===== config.mk =====
export PLATFORM = sky130hd
export DESIGN_NAME = desig_regfile
export DESIGN_NICKNAME = d
export VERILOG_FILES = /design/src/rtl/drf_pkg.sv /design/src/rtl/drf_decode.sv /design/src/rtl/drf_desig.sv /design/src/rtl/drf_cell.sv /design/src/rtl/desig_regfile.sv
export SDC_FILE = /design/constraint.sdc
export NUM_CORES = 1
export LEC_CHECK = 0
export CAP_MARGIN = 20
export CORE_MARGIN = 8
export CORE_UTILIZATION = 40
export CTS_CLUSTER_SIZE = 28
export DETAILED_ROUTE_END_ITERATION = 16
export PLACE_DENSITY = 0.52
export RECOVER_POWER = 25
export SYNTH_ARGS = -nofsm -noshare
export SYNTH_HDL_FRONTEND = slang
export SYNTH_HIERARCHICAL = 1
export SYNTH_SLANG_ARGS = --single-unit

===== constraint.sdc =====
create_clock -name clk -period 6.6 [get_ports clk]
set_input_delay 1.32 -clock clk [delete_from_list [all_inputs] [get_ports clk]]
set_output_delay 1.32 -clock clk [all_outputs]
set_load 0.05 [all_outputs]

===== src/rtl/drf_pkg.sv =====
package drf_pkg;

   localparam int OPC_W = 8;
   localparam int NIB_W = 4;

   localparam logic [NIB_W-1:0] NIB_INC  = 4'h1;
   localparam logic [NIB_W-1:0] NIB_DEC  = 4'h2;
   localparam logic [NIB_W-1:0] NIB_MISC = 4'h7;
   localparam logic [NIB_W-1:0] NIB_GLO  = 4'h8;
   localparam logic [NIB_W-1:0] NIB_GHI  = 4'h9;
   localparam logic [NIB_W-1:0] NIB_PLO  = 4'hA;
   localparam logic [NIB_W-1:0] NIB_PHI  = 4'hB;
   localparam logic [NIB_W-1:0] NIB_SEP  = 4'hD;
   localparam logic [NIB_W-1:0] NIB_SEX  = 4'hE;
   localparam logic [NIB_W-1:0] SUB_MARK = 4'h9;

   typedef enum logic [3:0] {
      K_NONE,
      K_INC,
      K_DEC,
      K_GLO,
      K_GHI,
      K_PLO,
      K_PHI,
      K_SEP,
      K_SEX,
      K_MARK
   } op_kind_e;

   typedef struct packed {
      op_kind_e          kind;
      logic [NIB_W-1:0]  sel;
   } dec_op_t;

endpackage


===== src/rtl/drf_decode.sv =====
module drf_decode
   import drf_pkg::*;
(
   input  logic             op_valid,
   input  logic [OPC_W-1:0] op_code,
   output dec_op_t          dec
);

   logic [NIB_W-1:0] op_hi;
   logic [NIB_W-1:0] op_lo;

   assign op_hi = op_code[OPC_W-1:NIB_W];
   assign op_lo = op_code[NIB_W-1:0];

   always_comb begin
      dec.kind = K_NONE;
      dec.sel  = op_lo;
      if (op_valid) begin
         unique case (op_hi)
            NIB_INC: dec.kind = K_INC;
            NIB_DEC: dec.kind = K_DEC;
            NIB_GLO: dec.kind = K_GLO;
            NIB_GHI: dec.kind = K_GHI;
            NIB_PLO: dec.kind = K_PLO;
            NIB_PHI: dec.kind = K_PHI;
            NIB_SEP: dec.kind = K_SEP;
            NIB_SEX: dec.kind = K_SEX;
            NIB_MISC: begin
               if (op_lo == SUB_MARK) dec.kind = K_MARK;
            end
            default: dec.kind = K_NONE;
         endcase
      end
   end

endmodule


===== src/rtl/drf_desig.sv =====
module drf_desig
   import drf_pkg::*;
#(
   parameter int SEL_W = 4
) (
   input  logic               clk,
   input  logic               rst_n,
   input  dec_op_t            dec,
   output logic [SEL_W-1:0]   p_q,
   output logic [SEL_W-1:0]   x_q,
   output logic [2*SEL_W-1:0] t_q
);

   logic [SEL_W-1:0] sel_w;
   assign sel_w = SEL_W'(dec.sel);

   always_ff @(posedge clk) begin
      if (!rst_n) begin
         p_q <= '0;
         x_q <= '0;
         t_q <= '0;
      end else begin
         case (dec.kind)
            K_SEP:   p_q <= sel_w;
            K_SEX:   x_q <= sel_w;
            K_MARK:  t_q <= {x_q, p_q};
            default: ;
         endcase
      end
   end

endmodule


===== src/rtl/drf_cell.sv =====
module drf_cell #(
   parameter int REG_W        = 16,
   parameter int BYTE_W       = 8,
   parameter bit SHARED_ADDER = 1'b1
) (
   input  logic              clk,
   input  logic              rst_n,
   input  logic              en_inc,
   input  logic              en_dec,
   input  logic              en_lo,
   input  logic              en_hi,
   input  logic              en_adv,
   input  logic [BYTE_W-1:0] acc_in,
   output logic [REG_W-1:0]  q
);

   logic [REG_W-1:0] q_r;
   logic [REG_W-1:0] nxt;
   logic [REG_W-1:0] step_val;

   generate
      if (SHARED_ADDER) begin : g_shared
         logic [REG_W-1:0] opnd;
         assign opnd     = en_dec ? {REG_W{1'b1}} : REG_W'(1);
         assign step_val = q_r + opnd;
      end else begin : g_split
         logic [REG_W-1:0] up_v;
         logic [REG_W-1:0] dn_v;
         assign up_v     = q_r + REG_W'(1);
         assign dn_v     = q_r - REG_W'(1);
         assign step_val = en_dec ? dn_v : up_v;
      end
   endgenerate

   always_comb begin
      nxt = q_r;
      if (en_lo)
         nxt[BYTE_W-1:0] = acc_in;
      else if (en_hi)
         nxt[REG_W-1:BYTE_W] = acc_in;
      else if (en_inc || en_dec || en_adv)
         nxt = step_val;
   end

   always_ff @(posedge clk) begin
      if (!rst_n) q_r <= '0;
      else        q_r <= nxt;
   end

   assign q = q_r;

endmodule


===== src/rtl/desig_regfile.sv =====
module desig_regfile
   import drf_pkg::*;
#(
   parameter int NUM_REGS     = 16,
   parameter int REG_W        = 16,
   parameter int BYTE_W       = 8,
   parameter bit SHARED_ADDER = 1'b1,
   localparam int SEL_W       = $clog2(NUM_REGS)
) (
   input  logic               clk,
   input  logic               rst_n,
   input  logic               op_valid,
   input  logic [OPC_W-1:0]   op_code,
   input  logic [BYTE_W-1:0]  acc_in,
   input  logic               fetch_adv,
   output logic [REG_W-1:0]   pc_out,
   output logic [REG_W-1:0]   dp_out,
   output logic               acc_load,
   output logic [BYTE_W-1:0]  acc_data,
   output logic [2*SEL_W-1:0] t_out,
   output logic [SEL_W-1:0]   p_out,
   output logic [SEL_W-1:0]   x_out
);

   if (REG_W != 2 * BYTE_W) begin : g_chk_width
      $error("desig_regfile: REG_W must be twice BYTE_W");
   end
   if (SEL_W != NIB_W || NUM_REGS != (1 << NIB_W)) begin : g_chk_depth
      $error("desig_regfile: NUM_REGS must match the opcode register field");
   end
   if (BYTE_W != OPC_W) begin : g_chk_byte
      $error("desig_regfile: BYTE_W must equal the opcode width");
   end

   dec_op_t          dec;
   logic [SEL_W-1:0] p_q;
   logic [SEL_W-1:0] x_q;
   logic [SEL_W-1:0] op_sel;
   logic             is_write;
   logic [REG_W-1:0] rf_q [NUM_REGS];
   logic [REG_W-1:0] rd_word;

   drf_decode u_decode (
      .op_valid (op_valid),
      .op_code  (op_code),
      .dec      (dec)
   );

   drf_desig #(.SEL_W(SEL_W)) u_desig (
      .clk   (clk),
      .rst_n (rst_n),
      .dec   (dec),
      .p_q   (p_q),
      .x_q   (x_q),
      .t_q   (t_out)
   );

   assign op_sel   = SEL_W'(dec.sel);
   assign is_write = (dec.kind == K_INC) || (dec.kind == K_DEC) ||
                     (dec.kind == K_PLO) || (dec.kind == K_PHI);

   for (genvar i = 0; i < NUM_REGS; i++) begin : g_reg
      logic hit;
      logic adv_here;
      assign hit      = (op_sel == SEL_W'(i));
      assign adv_here = fetch_adv && (p_q == SEL_W'(i)) && !(is_write && hit);

      drf_cell #(
         .REG_W        (REG_W),
         .BYTE_W       (BYTE_W),
         .SHARED_ADDER (SHARED_ADDER)
      ) u_cell (
         .clk    (clk),
         .rst_n  (rst_n),
         .en_inc (hit && (dec.kind == K_INC)),
         .en_dec (hit && (dec.kind == K_DEC)),
         .en_lo  (hit && (dec.kind == K_PLO)),
         .en_hi  (hit && (dec.kind == K_PHI)),
         .en_adv (adv_here),
         .acc_in (acc_in),
         .q      (rf_q[i])
      );
   end

   assign rd_word  = rf_q[op_sel];
   assign pc_out   = rf_q[p_q];
   assign dp_out   = rf_q[x_q];
   assign acc_load = (dec.kind == K_GLO) || (dec.kind == K_GHI);
   assign acc_data = (dec.kind == K_GHI) ? rd_word[REG_W-1:BYTE_W] : rd_word[BYTE_W-1:0];
   assign p_out    = p_q;
   assign x_out    = x_q;

endmodule


==> impl_metrics.csv <==
group,metric,value,unit
run_status,status,"finished, final reports clean",
worst_setup_path,worstPathCellList,"clkdlybuf4s50_1 > nor4bb_1 > nand3b_1 > a21oi_1 > nor2b_1 > and2_1 > o21ai_0 > o32ai_1 > a221oi_1 > buf_12",
placed_design,place.gp.congestion,0.984,
clock_network,htreeDepth,2,
grt,grt-ovfl-total,0,
yosys,synth_cell_types,81,
final_layout,drive_above_1_share,0.137,
final_layout,syn2layout_area_growth,9.73,%
yosys,synthFlopType,"dfxtp_1",
clock_network,numCtsBuffers,38,
final_layout,fin_nets,3932,
grt,grt_antenna_before_repair,3,
floorplan,ioPinCount,77,
yosys,yosys_register_bits,272,
power_and_ir_drop,ir_worst_vdd,124,uV
final_layout,fin_area,34600,um^2
worst_setup_path,path_buf_inv,2,
clock_network,clock_path_buffers,3,
clock_network,cts_tree,"yes",
grt,grt_first_pass_wirelength,190,mm
route,vias_per_cell,6.54,
sta,holdWs,457,ps
route,vias,31100,
yosys,synth_area,31500,um^2
worst_setup_path,slowest_stage,"a221oi_1",
grt,track_usage,0.282,
floorplan,die_area,88000,um^2
yosys,synthTopCellsByCount,"nand2_1, a21oi_1, o21ai_0",
worst_setup_path,cp.arrival,4880,ps
sta,fin_skew,17.8,ps
grt,grt_max_degree,158,
yosys,async_flop_share,0,
sta,min_period,6200,ps
worst_setup_path,ff2ff_path_depth,9,
sta,tns,0,ps
worst_setup_path,worstPathRequired,5280,ps
sta,relSlewSlack,0.189,
yosys,avgSynthCellArea,8.57,um^2
yosys,synth.top_cell.area_share,0.173,
sta,fmax,161,MHz
worst_setup_path,crit_family,"compound AO/OA/AOI/OAI gates",
clock_network,clkSinkCount,272,
run,drv_cap,0,
clock_network,cts_setup_buffers,0,
worst_setup_path,regToRegStartpoint,"u_desig/p_q[1]",
route,antenna_left,0,
clock_network,clkTransAtPathRegs,50,ps
placed_design,placed_area,33300,um^2
clock_network,postCtsResizedCells,0,
yosys,synth_edf_count,0,
sta,min_period_over_period,0.939,
placed_design,io_buffers,76,
sta,worst_pin_slew,1200,ps
yosys,synth_top_area_cell,"dfxtp_1",
yosys,yosysMostFrequentCell,"nand2_1",
floorplan,die_width,297,um
final_layout,num-fill-cells,7800,
grt,grt_pass1_vias,28600,
floorplan,die_h,297,um
floorplan,core_area,78500,um^2
floorplan,num_rows,103,
sta,rsz0062_at_grt,"false",
worst_setup_path,critPathKind,"in -> out",
sta,slew_violations,0,
route,wl,128,mm
route,wl_per_cell,26.9,um
route,drcViolationCount,0,
yosys,yosysWarnings,6,
worst_setup_path,reg2reg_to,"g_reg[3].u_cell/q[15]",
floorplan,initial_core_util,0.401,
yosys,netlist_instances,3675,
worst_hold_path,min_from,"u_desig/t_q[3]",
worst_hold_path,worstHoldPathType,"reg -> reg",
route,dr.first_iter.drc_count,3076,
route,drt_first_pass_iters,7,
worst_hold_path,hold_path_depth,2,
sta,finalSetupViolations,0,
worst_setup_path,crit_fanout,11,
yosys,synth_nets,3935,
sta,finalHoldViolCount,0,
power_and_ir_drop,pwr_density_cell,127,nW/um^2
clock_network,clock_latency,570,ps
worst_setup_path,reg2reg_slack,2190,ps
worst_setup_path,cpPeakStageDelay,1000,ps
worst_setup_path,cp-start-kind,"primary input",
worst_hold_path,min_to,"u_desig/t_q[3]",
clock_network,cts_hold_buf,0,
placed_design,dpl.hpwl,94.8,mm
worst_setup_path,cp-end-kind,"output port",
clock_network,cts_root_buffer,"clkbuf_16",
power_and_ir_drop,power_leakage,13.5,nW
yosys,synth.yosys.seq_area_share,0.173,
yosys,ys_top_cells_by_area,"dfxtp_1, mux4_2, ha_1",
==> worst max path at each step <==
stage | startpoint | end | slack (ps) | cells after the start
after detailed placement | op_code[6] | acc_data[7] | 570 | 10
after global routing | op_code[7] | acc_data[7] | 240 | 10
after floorplan | op_code[6] | g_reg[0].u_cell/q[15] | 1250 | 15
after global placement | op_code[5] | acc_data[7] | 550 | 10
after CTS | op_code[7] | acc_data[7] | 540 | 10
final | op_code[7] | acc_data[7] | 400 | 10
==> stage by stage <==
step	std cells	util	setup slack (ps)	power [mW]
after CTS	4745	0.441	539	4.42
after global placement	4682	0.425	553	2.27
after detailed placement	4682	0.425	572	2.26
after global routing	4745	0.440	239	4.51
final	4749	0.440	400	4.39
after floorplan	3675	-	1250	2.03
==> cells by family after synthesis <==
group	count (synthesis)	synth area share
buffers and inverters	328	0.0491
xor gates and xnor gates	175	0.0487
and+or+nand+nor	1015	0.154
AOI/OAI and AO/OA	1321	0.293
adders and majority gates	240	0.0992
muxes	324	0.184
DFF	272	0.173
==> layout make-up <==
type | instances | area (um^2) | share of cell area
clock inverter | 5 | 100 | 0.00290
sequential | 272 | 5460 | 0.158
inverter | 106 | 398 | 0.0115
clock buffer | 58 | 1160 | 0.0336
antenna | 4 | 10.0 | 0.000290
multi-input combinational | 3075 | 24500 | 0.709
timing repair buffer | 179 | 1600 | 0.0463
tap | 1050 | 1310 | 0.0380
==> placed cells by master (no fill, tap or decap), types with 34 or more instances in the layout <==
cell type / count
buf_4: 96
clkbuf_16: 41
mux2i_1: 117
a211oi_1: 43
nor3_1: 67
nor2_1: 216
clkdlybuf4s50_1: 42
mux4_2: 204
o21ai_0: 287
a21oi_1: 347
dfxtp_1: 267
ha_1: 224
a31oi_1: 47
xnor2_1: 97
nand2_1: 373
and3_1: 66
o221ai_1: 52
a22oi_1: 52
o211ai_1: 35
xor2_1: 78
or3_1: 34
a21o_1: 78
nand3_1: 44
inv_1: 91
==> worst reg2reg max path, delay by kind of cell, from the launching register on <==
family | cells | cell delay [ps]
buf+inv | 2 | 1080
simple gates | 2 | 820
flops | 1 | 640
compound gates | 5 | 1740
==> flip-flops by register name, summed over array words and instances, names as in the netlist <==
| name | count |
|---|---|
| u_desig/x_q | 4 |
| u_desig/p_q | 4 |
| g.u_cell/q | 256 |
| u_desig/t_q | 8 |
==> report_power, final <==
group          switching (mW)  internal [mW]  total [mW]
registers              0.0469           1.66        1.70
clock network           0.830           1.32        2.15
logic                   0.359          0.179       0.538
==> metal layers <==
| metal | global-route usage | vias to the layer above | wire length, um | share of wire |
|---|---|---|---|---|
| met1 | 0.396 | 15200 | 57000 | 0.45 |
| met2 | 0.431 | 1343 | 55500 | 0.43 |
| li1 | - | 14300 | - | - |
| met3 | 0.0606 | 229 | 11300 | 0.088 |
| met5 | 0 | - | 0 | 0 |
| met4 | 0.0871 | 0 | 4120 | 0.032 |
Note: power is estimated with default switching activity, not from simulation.
